$ cat config.mk
export PLATFORM = sky130hd
export DESIGN_NAME = rx_frame_store
export DESIGN_NICKNAME = d
export VERILOG_FILES = /design/src/rtl/rxfs_pkg.sv /design/src/rtl/rxfs_filter.sv /design/src/rtl/rxfs_regs.sv /design/src/rtl/rxfs_engine.sv /design/src/rtl/rx_frame_store.sv
export SDC_FILE = /design/constraint.sdc
export NUM_CORES = 1
export LEC_CHECK = 0
export ABC_CLOCK_PERIOD_IN_PS = 9370
export CAP_MARGIN = 20
export CORE_MARGIN = 8
export CORE_UTILIZATION = 43
export CTS_BUF_LIST = sky130_fd_sc_hd__clkbuf_8
export DETAILED_ROUTE_END_ITERATION = 10
export PLACE_DENSITY = 0.73
export SYNTH_ARGS = -nofsm -noshare
export SYNTH_HDL_FRONTEND = slang
export SYNTH_SLANG_ARGS = --single-unit
$ cat constraint.sdc
create_clock -name clk -period 9.37 [get_ports clk]
set_input_delay 0.937 -clock clk [delete_from_list [all_inputs] [get_ports clk]]
set_output_delay 0.937 -clock clk [all_outputs]
set_load 0.03 [all_outputs]
$ cat src/rtl/rxfs_pkg.sv
package rxfs_pkg;
  localparam int WORD_W = 32;
  localparam int HDR_N  = 6;
  localparam int SIZE_W = 11;

  localparam logic [3:0] RA_CTRL   = 4'd0;
  localparam logic [3:0] RA_MAXLEN = 4'd1;
  localparam logic [3:0] RA_STN_A  = 4'd2;
  localparam logic [3:0] RA_STN_B  = 4'd3;
  localparam logic [3:0] RA_DROP   = 4'd4;
  localparam logic [3:0] RA_KEEP   = 4'd5;
  localparam logic [3:0] RA_DMA    = 4'd6;
  localparam logic [3:0] RA_DESC   = 4'd7;
  localparam logic [3:0] RA_STAT   = 4'd8;

  localparam int B_RXEN  = 2;
  localparam int B_DMAEN = 0;
  localparam int B_BCAST = 9;
  localparam int B_MCAST = 8;
  localparam int B_RCVD  = 0;
  localparam int B_OVF   = 2;
  localparam int B_EMPTY = 31;
  localparam int CNT_LSB = 16;

  typedef enum logic [3:0] {
    S_IDLE, S_HDR, S_DRAIN, S_RD_SZ, S_CAP_SZ,
    S_CAP_BUF, S_CAP_NXT, S_FLUSH, S_STREAM, S_WR_SZ
  } rx_state_e;

  typedef logic [HDR_N-1:0][7:0] mac_t;
endpackage

$ cat src/rtl/rxfs_filter.sv
module rxfs_filter
  import rxfs_pkg::*;
(
  input  mac_t dest_i,
  input  mac_t station_i,
  input  logic drop_bc_i,
  input  logic drop_mc_i,
  input  logic keep_bc_i,
  input  logic keep_mc_i,
  output logic pass_o
);
  logic is_bc;
  logic is_mc;
  logic is_me;

  always_comb begin
    is_bc = &dest_i;
    is_mc = dest_i[0][0];
    is_me = (dest_i == station_i);
    if (is_bc)      pass_o = keep_bc_i | ~drop_bc_i;
    else if (is_mc) pass_o = keep_mc_i | ~drop_mc_i;
    else            pass_o = is_me;
  end
endmodule

$ cat src/rtl/rxfs_regs.sv
module rxfs_regs
  import rxfs_pkg::*;
#(
  parameter int ADDR_W = 32,
  parameter int LEN_W  = 16,
  parameter int CNT_W  = 8
) (
  input  logic              clk,
  input  logic              rst_n,
  input  logic              reg_we,
  input  logic [3:0]        reg_addr,
  input  logic [WORD_W-1:0] reg_wdata,
  output logic [WORD_W-1:0] reg_rdata,
  input  logic              done_i,
  input  logic              ovf_i,
  output logic              rx_on_o,
  output logic [LEN_W-1:0]  max_len_o,
  output mac_t              station_o,
  output logic              drop_bc_o,
  output logic              drop_mc_o,
  output logic              keep_bc_o,
  output logic              keep_mc_o,
  output logic              reload_o,
  output logic [ADDR_W-1:0] desc_base_o
);
  localparam logic [LEN_W-1:0] MAXLEN_RST = LEN_W'(16'h0600);

  logic              rx_en_q, rx_en_d;
  logic [LEN_W-1:0]  maxlen_q, maxlen_d;
  logic [31:0]       stn_a_q, stn_a_d;
  logic [15:0]       stn_b_q, stn_b_d;
  logic [1:0]        drop_q, drop_d;
  logic [1:0]        keep_q, keep_d;
  logic              dma_q, dma_d;
  logic [ADDR_W-3:0] base_q, base_d;
  logic [CNT_W-1:0]  cnt_q, cnt_d;
  logic              rcvd_q, rcvd_d;
  logic              ovf_q, ovf_d;

  logic wr_ctrl, wr_max, wr_sa, wr_sb, wr_drop, wr_keep, wr_dma, wr_desc, wr_stat;
  logic dec;

  always_comb begin
    wr_ctrl = reg_we && (reg_addr == RA_CTRL);
    wr_max  = reg_we && (reg_addr == RA_MAXLEN);
    wr_sa   = reg_we && (reg_addr == RA_STN_A);
    wr_sb   = reg_we && (reg_addr == RA_STN_B);
    wr_drop = reg_we && (reg_addr == RA_DROP);
    wr_keep = reg_we && (reg_addr == RA_KEEP);
    wr_dma  = reg_we && (reg_addr == RA_DMA);
    wr_desc = reg_we && (reg_addr == RA_DESC);
    wr_stat = reg_we && (reg_addr == RA_STAT);

    rx_en_d  = wr_ctrl ? reg_wdata[B_RXEN] : rx_en_q;
    maxlen_d = wr_max  ? reg_wdata[LEN_W-1:0] : maxlen_q;
    stn_a_d  = wr_sa   ? reg_wdata : stn_a_q;
    stn_b_d  = wr_sb   ? reg_wdata[31:16] : stn_b_q;
    drop_d   = wr_drop ? {reg_wdata[B_BCAST], reg_wdata[B_MCAST]} : drop_q;
    keep_d   = wr_keep ? {reg_wdata[B_BCAST], reg_wdata[B_MCAST]} : keep_q;
    base_d   = wr_desc ? reg_wdata[ADDR_W-1:2] : base_q;

    if (ovf_i)       dma_d = 1'b0;
    else if (wr_dma) dma_d = reg_wdata[B_DMAEN];
    else             dma_d = dma_q;

    dec   = wr_stat && reg_wdata[B_RCVD];
    cnt_d = cnt_q + CNT_W'(done_i) - CNT_W'(dec);
    if (done_i)                         rcvd_d = 1'b1;
    else if (dec && cnt_d == '0)        rcvd_d = 1'b0;
    else                                rcvd_d = rcvd_q;

    if (ovf_i)                          ovf_d = 1'b1;
    else if (wr_stat && reg_wdata[B_OVF]) ovf_d = 1'b0;
    else                                ovf_d = ovf_q;
  end

  always_ff @(posedge clk or negedge rst_n) begin
    if (!rst_n) begin
      rx_en_q  <= 1'b0;
      maxlen_q <= MAXLEN_RST;
      stn_a_q  <= '0;
      stn_b_q  <= '0;
      drop_q   <= 2'b00;
      keep_q   <= 2'b11;
      dma_q    <= 1'b0;
      base_q   <= '0;
      cnt_q    <= '0;
      rcvd_q   <= 1'b0;
      ovf_q    <= 1'b0;
    end else begin
      rx_en_q  <= rx_en_d;
      maxlen_q <= maxlen_d;
      stn_a_q  <= stn_a_d;
      stn_b_q  <= stn_b_d;
      drop_q   <= drop_d;
      keep_q   <= keep_d;
      dma_q    <= dma_d;
      base_q   <= base_d;
      cnt_q    <= cnt_d;
      rcvd_q   <= rcvd_d;
      ovf_q    <= ovf_d;
    end
  end

  always_comb begin
    reg_rdata = '0;
    case (reg_addr)
      RA_CTRL:   reg_rdata[B_RXEN] = rx_en_q;
      RA_MAXLEN: reg_rdata[LEN_W-1:0] = maxlen_q;
      RA_STN_A:  reg_rdata = stn_a_q;
      RA_STN_B:  reg_rdata[31:16] = stn_b_q;
      RA_DROP:   begin reg_rdata[B_BCAST] = drop_q[1]; reg_rdata[B_MCAST] = drop_q[0]; end
      RA_KEEP:   begin reg_rdata[B_BCAST] = keep_q[1]; reg_rdata[B_MCAST] = keep_q[0]; end
      RA_DMA:    reg_rdata[B_DMAEN] = dma_q;
      RA_DESC:   reg_rdata[ADDR_W-1:0] = {base_q, 2'b00};
      RA_STAT: begin
        reg_rdata[CNT_LSB +: CNT_W] = cnt_q;
        reg_rdata[B_OVF]  = ovf_q;
        reg_rdata[B_RCVD] = rcvd_q;
      end
      default:   reg_rdata = '0;
    endcase
  end

  for (genvar k = 0; k < 4; k++) begin : g_stn_a
    assign station_o[k] = stn_a_q[31-8*k -: 8];
  end
  assign station_o[4] = stn_b_q[15:8];
  assign station_o[5] = stn_b_q[7:0];

  assign rx_on_o     = rx_en_q & dma_q;
  assign max_len_o   = maxlen_q;
  assign drop_bc_o   = drop_q[1];
  assign drop_mc_o   = drop_q[0];
  assign keep_bc_o   = keep_q[1];
  assign keep_mc_o   = keep_q[0];
  assign reload_o    = wr_dma & reg_wdata[B_DMAEN];
  assign desc_base_o = {base_q, 2'b00};

  // overflow latching leaves the channel switched off
  p_dma_off_after_ovf_r8: assert property (@(posedge clk) disable iff (!rst_n)
    $rose(ovf_q) |-> !dma_q);
  // the frame counter moves by at most one per cycle
  p_cnt_step_r7: assert property (@(posedge clk) disable iff (!rst_n)
    !$stable(cnt_q) |-> (cnt_q == CNT_W'($past(cnt_q) + 1'b1)) ||
                        (cnt_q == CNT_W'($past(cnt_q) - 1'b1)));
  // a completed frame always shows as received
  p_rcvd_after_done_r7: assert property (@(posedge clk) disable iff (!rst_n)
    done_i |=> rcvd_q);
endmodule

$ cat src/rtl/rxfs_engine.sv
module rxfs_engine
  import rxfs_pkg::*;
#(
  parameter int ADDR_W = 32,
  parameter int LEN_W  = 16
) (
  input  logic              clk,
  input  logic              rst_n,
  input  logic              in_valid_i,
  input  logic [7:0]        in_data_i,
  input  logic              in_last_i,
  output logic              in_ready_o,
  output logic              mem_req_o,
  output logic              mem_we_o,
  output logic [ADDR_W-1:0] mem_addr_o,
  output logic [3:0]        mem_be_o,
  output logic [WORD_W-1:0] mem_wdata_o,
  input  logic [WORD_W-1:0] mem_rdata_i,
  input  logic              rx_on_i,
  input  logic [LEN_W-1:0]  max_len_i,
  input  logic              reload_i,
  input  logic [ADDR_W-1:0] desc_base_i,
  output mac_t              dest_o,
  input  logic              pass_i,
  output logic              done_o,
  output logic              ovf_o
);
  localparam int LW    = LEN_W + 1;
  localparam int IDX_W = $clog2(HDR_N);

  rx_state_e         state_q, state_d;
  mac_t              hdr_q, hdr_d;
  logic [LW-1:0]     len_q, len_d;
  logic [ADDR_W-1:0] cur_q, cur_d;
  logic [ADDR_W-1:0] buf_q, buf_d;
  logic [ADDR_W-1:0] nxt_q, nxt_d;
  logic              last_q, last_d;
  logic [IDX_W-1:0]  idx_q, idx_d;

  logic              fire;
  logic              hdr_fits;
  logic              byte_wr;
  logic [7:0]        wr_byte;
  logic [ADDR_W-1:0] wr_ba;
  logic [LW-1:0]     lim;

  always_comb begin
    for (int k = 0; k < HDR_N; k++) begin
      dest_o[k] = (k == HDR_N-1) ? in_data_i : hdr_q[k];
    end
  end

  always_comb begin
    state_d = state_q;
    hdr_d   = hdr_q;
    len_d   = len_q;
    buf_d   = buf_q;
    nxt_d   = nxt_q;
    last_d  = last_q;
    idx_d   = idx_q;
    mem_req_o   = 1'b0;
    mem_we_o    = 1'b0;
    mem_addr_o  = '0;
    mem_be_o    = 4'h0;
    mem_wdata_o = '0;
    byte_wr = 1'b0;
    wr_byte = 8'h00;
    wr_ba   = '0;
    done_o  = 1'b0;
    ovf_o   = 1'b0;
    lim      = {1'b0, max_len_i};
    hdr_fits = LW'(HDR_N) <= lim;
    in_ready_o = (state_q == S_IDLE) || (state_q == S_HDR) ||
                 (state_q == S_DRAIN) || (state_q == S_STREAM);
    fire = in_valid_i && in_ready_o;

    case (state_q)
      S_IDLE: if (fire) begin
        if (!rx_on_i) begin
          state_d = in_last_i ? S_IDLE : S_DRAIN;
        end else begin
          hdr_d[0] = in_data_i;
          len_d    = LW'(1);
          state_d  = in_last_i ? S_IDLE : S_HDR;
        end
      end
      S_HDR: if (fire) begin
        hdr_d[len_q[IDX_W-1:0]] = in_data_i;
        len_d = len_q + LW'(1);
        if (len_q == LW'(HDR_N-1)) begin
          if (pass_i && hdr_fits) begin
            state_d = S_RD_SZ;
            last_d  = in_last_i;
          end else begin
            state_d = in_last_i ? S_IDLE : S_DRAIN;
          end
        end else if (in_last_i) begin
          state_d = S_IDLE;
        end
      end
      S_DRAIN: if (fire && in_last_i) state_d = S_IDLE;
      S_RD_SZ: begin
        mem_req_o  = 1'b1;
        mem_addr_o = cur_q + ADDR_W'(4);
        mem_be_o   = 4'hF;
        state_d    = S_CAP_SZ;
      end
      S_CAP_SZ: begin
        if (mem_rdata_i[B_EMPTY]) begin
          mem_req_o  = 1'b1;
          mem_addr_o = cur_q;
          mem_be_o   = 4'hF;
          state_d    = S_CAP_BUF;
        end else begin
          ovf_o   = 1'b1;
          state_d = last_q ? S_IDLE : S_DRAIN;
        end
      end
      S_CAP_BUF: begin
        buf_d      = mem_rdata_i[ADDR_W-1:0];
        mem_req_o  = 1'b1;
        mem_addr_o = cur_q + ADDR_W'(8);
        mem_be_o   = 4'hF;
        state_d    = S_CAP_NXT;
      end
      S_CAP_NXT: begin
        nxt_d   = mem_rdata_i[ADDR_W-1:0];
        idx_d   = '0;
        state_d = S_FLUSH;
      end
      S_FLUSH: begin
        byte_wr = 1'b1;
        wr_byte = hdr_q[idx_q];
        wr_ba   = buf_q + ADDR_W'(idx_q);
        idx_d   = idx_q + IDX_W'(1);
        if (idx_q == IDX_W'(HDR_N-1)) state_d = last_q ? S_WR_SZ : S_STREAM;
      end
      S_STREAM: if (fire) begin
        if (len_q >= lim) begin
          state_d = in_last_i ? S_IDLE : S_DRAIN;
        end else begin
          byte_wr = 1'b1;
          wr_byte = in_data_i;
          wr_ba   = buf_q + ADDR_W'(len_q);
          len_d   = len_q + LW'(1);
          if (in_last_i) state_d = S_WR_SZ;
        end
      end
      S_WR_SZ: begin
        mem_req_o   = 1'b1;
        mem_we_o    = 1'b1;
        mem_addr_o  = cur_q + ADDR_W'(4);
        mem_be_o    = 4'hF;
        mem_wdata_o = {{(WORD_W-SIZE_W){1'b0}}, len_q[SIZE_W-1:0]};
        done_o      = 1'b1;
        state_d     = S_IDLE;
      end
      default: state_d = S_IDLE;
    endcase

    if (byte_wr) begin
      mem_req_o   = 1'b1;
      mem_we_o    = 1'b1;
      mem_addr_o  = {wr_ba[ADDR_W-1:2], 2'b00};
      mem_be_o    = 4'b0001 << wr_ba[1:0];
      mem_wdata_o = {4{wr_byte}};
    end

    if (reload_i)                cur_d = desc_base_i;
    else if (state_q == S_WR_SZ) cur_d = nxt_q;
    else                         cur_d = cur_q;
  end

  always_ff @(posedge clk or negedge rst_n) begin
    if (!rst_n) begin
      state_q <= S_IDLE;
      hdr_q   <= '0;
      len_q   <= '0;
      cur_q   <= '0;
      buf_q   <= '0;
      nxt_q   <= '0;
      last_q  <= 1'b0;
      idx_q   <= '0;
    end else begin
      state_q <= state_d;
      hdr_q   <= hdr_d;
      len_q   <= len_d;
      cur_q   <= cur_d;
      buf_q   <= buf_d;
      nxt_q   <= nxt_d;
      last_q  <= last_d;
      idx_q   <= idx_d;
    end
  end

  // a frame being drained never touches memory
  p_drain_quiet_r10: assert property (@(posedge clk) disable iff (!rst_n)
    (state_q == S_DRAIN) |-> !mem_req_o);
  // a rewritten size word always hands the descriptor back (empty clear)
  p_size_word_r6: assert property (@(posedge clk) disable iff (!rst_n)
    (mem_req_o && mem_we_o && mem_be_o == 4'hF) |-> !mem_wdata_o[B_EMPTY]);
  // no frame completes beyond the length limit
  p_len_limit_r2: assert property (@(posedge clk) disable iff (!rst_n)
    done_o |-> (len_q <= {1'b0, max_len_i}));
  // overflow and completion never coincide
  p_ovf_not_done_r8: assert property (@(posedge clk) disable iff (!rst_n)
    ovf_o |-> !done_o && !mem_we_o);
endmodule

$ cat src/rtl/rx_frame_store.sv
module rx_frame_store
  import rxfs_pkg::*;
#(
  parameter int ADDR_W = 32,
  parameter int LEN_W  = 16,
  parameter int CNT_W  = 8
) (
  input  logic              clk,
  input  logic              rst_n,
  input  logic              in_valid,
  input  logic [7:0]        in_data,
  input  logic              in_last,
  output logic              in_ready,
  output logic              mem_req,
  output logic              mem_we,
  output logic [ADDR_W-1:0] mem_addr,
  output logic [3:0]        mem_be,
  output logic [31:0]       mem_wdata,
  input  logic [31:0]       mem_rdata,
  input  logic              reg_we,
  input  logic [3:0]        reg_addr,
  input  logic [31:0]       reg_wdata,
  output logic [31:0]       reg_rdata
);
  logic [1:0]        rst_pipe;
  logic              rst_n_s;
  logic              rx_on, reload, done, ovf, pass;
  logic              drop_bc, drop_mc, keep_bc, keep_mc;
  logic [LEN_W-1:0]  max_len;
  logic [ADDR_W-1:0] desc_base;
  mac_t              station, dest;

  always_ff @(posedge clk or negedge rst_n) begin
    if (!rst_n) rst_pipe <= 2'b00;
    else        rst_pipe <= {rst_pipe[0], 1'b1};
  end
  assign rst_n_s = rst_pipe[1];

  rxfs_regs #(.ADDR_W(ADDR_W), .LEN_W(LEN_W), .CNT_W(CNT_W)) u_regs (
    .clk(clk), .rst_n(rst_n_s), .reg_we(reg_we), .reg_addr(reg_addr),
    .reg_wdata(reg_wdata), .reg_rdata(reg_rdata), .done_i(done), .ovf_i(ovf),
    .rx_on_o(rx_on), .max_len_o(max_len), .station_o(station),
    .drop_bc_o(drop_bc), .drop_mc_o(drop_mc), .keep_bc_o(keep_bc),
    .keep_mc_o(keep_mc), .reload_o(reload), .desc_base_o(desc_base)
  );

  rxfs_filter u_filter (
    .dest_i(dest), .station_i(station), .drop_bc_i(drop_bc), .drop_mc_i(drop_mc),
    .keep_bc_i(keep_bc), .keep_mc_i(keep_mc), .pass_o(pass)
  );

  rxfs_engine #(.ADDR_W(ADDR_W), .LEN_W(LEN_W)) u_engine (
    .clk(clk), .rst_n(rst_n_s), .in_valid_i(in_valid), .in_data_i(in_data),
    .in_last_i(in_last), .in_ready_o(in_ready), .mem_req_o(mem_req),
    .mem_we_o(mem_we), .mem_addr_o(mem_addr), .mem_be_o(mem_be),
    .mem_wdata_o(mem_wdata), .mem_rdata_i(mem_rdata), .rx_on_i(rx_on),
    .max_len_i(max_len), .reload_i(reload), .desc_base_i(desc_base),
    .dest_o(dest), .pass_i(pass), .done_o(done), .ovf_o(ovf)
  );
endmodule

==> summary.md <==
| Metric | Value |
|---|---|
| Outcome | `completed` |
| Clock power frac | `19.3%` |
| Gate power share | `roughly two fifths` |
| Critical Path RT | `~8.4 ns` |
| Setup Buffers After CTS | `0` |
| Pwr Density | `roughly 290 nW/um^2` |
| H-tree Lvls | `2` |
| Tmin final | `between 5 and 6 ns` |
| Die Y | `approximately 220 um` |
| Static Leak | `~9 nW` |
| Synth Cell Area | `17300 um^2` |
| Initial DRT Pass Iterations | `6` |
| Die Area | `roughly 47000 um^2` |
| Sequential fraction of the synthesis area | `40.7%` |
| Sink Count | `roughly 280` |
| Flop pwr share | `just over 40%` |
| Clk_lat worst skew | `0.59 ns` |
| Tot GR Track Use | `25.0%` |
| I/O pins | `roughly 180` |
| Hold Buf Count CTS | `0` |
| Yosys cell types | `88` |
| Net Sw Frac | `between 40% and 50%` |
| Synth cell count leaders | `dfrtp_1, nand2_1, mux2_2` |
| Int Pwr | `roughly 0.0034 W` |
| Worst slew margin | `between 30% and 40%` |
| Fin crit share | `between 60% and 70%` |
| HPWL Detailed | `between 40000 and 50000 um` |
| Global-route wire length before repair | `~92000 um` |
| Die width | `between 200 and 250 um` |
| CORE AREA | `~40000 um^2` |
| Largest net degree at the start of global routing | `76` |
| Synth Warn # | `0` |
| Max rail drop VDD | `0.000168 V` |
| Hold Path Class | `register to register` |
| Flops & latches, synth | `roughly 280` |
| Max Slew Vio Count | `0` |
| Initial antenna violation count | `2` |
| Reg2reg start | `u_engine.state_q[0]` |
| CP Capture Type | `output port` |
| Fin Setup TNS | `0 ns` |
| Critical path peak fanout | `21` |
| Clock Skew | `around 0.016 ns` |
| Most frequent cell after synthesis | `dfrtp_1` |
| Worst-margin pin slew | `between 1 and 1.5 ns` |
| Area grow syn2layout | `18.3%` |
| Cell count after synthesis | `1775` |
| Max Buffers Root-to-Sink | `3` |
| Max-cap viol count | `0` |
| Final Hold Vio Count | `0` |
| Congestion Overflow GR | `0` |
| Top cells by area in the synthesized netlist | `dfrtp_1, mux2_2, nand2_1` |
| TritonCTS buffer count | `49` |
| Crit start category | `register` |
| Worst hold start | `rst_pipe[0]` |
| Switching power | `0.00250 W` |
| Layout cells sized above 1 | `15.8%` |
| CTS tree | `done` |
| Setup-failing EPs final | `0` |
| R2R setup slack | `around 5.4 ns` |
| Detailed Route WL | `60600 um` |
| FP Rows | `73` |
| Post-route ant nets | `0` |
| FFs w/ async S/R, synth | `100%` |
| Critical Path AT | `between 4 and 5 ns` |
| Max Freq | `roughly 180 MHz` |
| Post-synth top area share | `40.1%` |
| Final weighted congestion in routability-driven placement | `0.983` |
| Vias per inst | `between 6 and 7` |
| Crit Path Category | `register to output port` |
| Routed len/inst | `between 20 and 25 um` |
| Synth area leader | `dfrtp_1` |
| DRT iter0 DRCs | `1601` |
| RSZ-0062 raised after global routing | `no` |
| Antenna cells | `0` |
| # DRC | `0` |
| Starting Density | `between 40% and 50%` |
| PortBufs | `183` |
| Resized Gates After CTS | `0` |
| Ys flop type | `dfrtp_1` |
| Number of flops mapped to enable cells by yosys | `0` |
| Total power | `slightly below 0.006 W` |
| Total number of vias | `15161` |
| Clk pin slew, worst setup/hold paths | `0.06 ns` |
| Core Util, Final | `slightly above 50%` |
| Root buf cell | `clkbuf_8` |
| Layout Nets | `about 2000` |
| Post-synthesis net count | `approximately 1900` |
| Synthesized area per cell | `between 9 and 10 um^2` |
| Vias in the first global route | `~15000` |
| Crit path launch | `u_engine.idx_q[0]` |
==> cells by family (layout without fill, tap and decap cells) <==
kind of cell	Yosys count	in the layout	synth area share (%)
simple gates	579	579	16.6
xor+xnor	101	101	5.12
flops	281	281	40.7
compound gates	358	358	14.1
mux	230	230	15.3
other cells	1	1	0.0217
buf+inv	171	343	4.13
fa+ha+maj	54	54	4.03
==> final timing paths <==
path,to,cells past startpoint
max in group asynchronous,u_engine.cur_q[11],1
max reg2reg,u_regs.rcvd_q,14
min reg2reg,rst_pipe[1],0
max,mem_addr[28],11
min,rst_pipe[1],0
min in group asynchronous,u_regs.cnt_q[0],0
==> layout make-up <==
type                    count  area [um^2]
multi-input cells        1323         9560
flip-flops and latches    281         7040
clock inverters            25          145
inverters                  59          221
repair buffers            198         1960
well taps                 525          657
clock buffers              61          840
fillers                  3669        19300
==> stage by stage <==
step / area, um^2 / hold WS, ns / setup slack, ns / instances
after floorplan: 17300 / 0.331 / 0.966 / 1775
after global placement: 19400 / 0.342 / 4.44 / 2385
after detailed placement: 19400 / 0.336 / 4.35 / 2385
after CTS: 20400 / 0.363 / 3.71 / 2471
after global routing: 20400 / 0.364 / 3.37 / 2472
final: 20400 / 0.360 / 3.74 / 2472
==> worst max-delay path: stages, from the launching register on <==
cell	delay [ns]
dfrtp_1	1.00
ha_1	0.32
fa_1	0.22
a21o_1	0.14
nor2b_1	0.23
nand3_1	0.27
or2_1	0.34
or3_1	0.37
xnor2_1	0.14
a221oi_1	0.33
o21ai_1	0.11
clkdlybuf4s50_1	0.62
==> placed cells by master, fill, tap and decap left out, types with 8 or more instances in the layout <==
master and n:
dfrtp_1 276, nand2_1 240, clkdlybuf4s50_1 183, mux2_2 180
xnor2_1 84, inv_1 78, nor2_1 76, o21ai_0 69
a21oi_1 62, clkbuf_8 61, ha_1 50, nand4_1 47
a22oi_1 46, nand3_1 41, nor3_1 34, mux2i_1 34
o21ai_1 28, a21o_1 20, nor4_1 20, nand2b_1 17
xor2_1 17, and3_1 15, buf_4 14, and2_1 12
nor2b_1 11, o221ai_1 11, a221oi_1 11, a31oi_1 11
a222oi_1 9, o31ai_1 9, mux4_2 8, or3_1 8
mux2_1 8
==> layer usage <==
layer,up-vias,global-route usage [%],share of wire (%)
met2,718,39.7,46
met3,112,6.13,8.7
li1,6742,-,-
met5,-,0,0.021
met1,7587,33.2,42
met4,2,7.96,2.9
==> power groups by stage <==
stage	Sequential (W)	Combinational [W]	Clock [W]
6_report	0.00241	0.00233	0.00113
3_5_place_dp	0.00239	0.00231	0
5_1_grt	0.00245	0.00254	0.00120
2_1_floorplan	0.00203	0.00178	0
4_1_cts	0.00237	0.00232	0.00115
3_3_place_gp	0.00238	0.00225	0
==> state kept, by name (all words and copies together) (netlist names), 3 cells and up <==
signal and flops:
u_engine.buf_q 32, u_engine.cur_q 32, u_engine.dest_o 40, u_engine.hdr_q 8
u_engine.idx_q 3, u_engine.len_q 17, u_engine.nxt_q 32, u_engine.state_q 4
u_regs.base_q 30, u_regs.cnt_q 8, u_regs.max_len_o 16, u_regs.stn_a_q 32
u_regs.stn_b_q 16
Power figures use the tool's default switching activity.
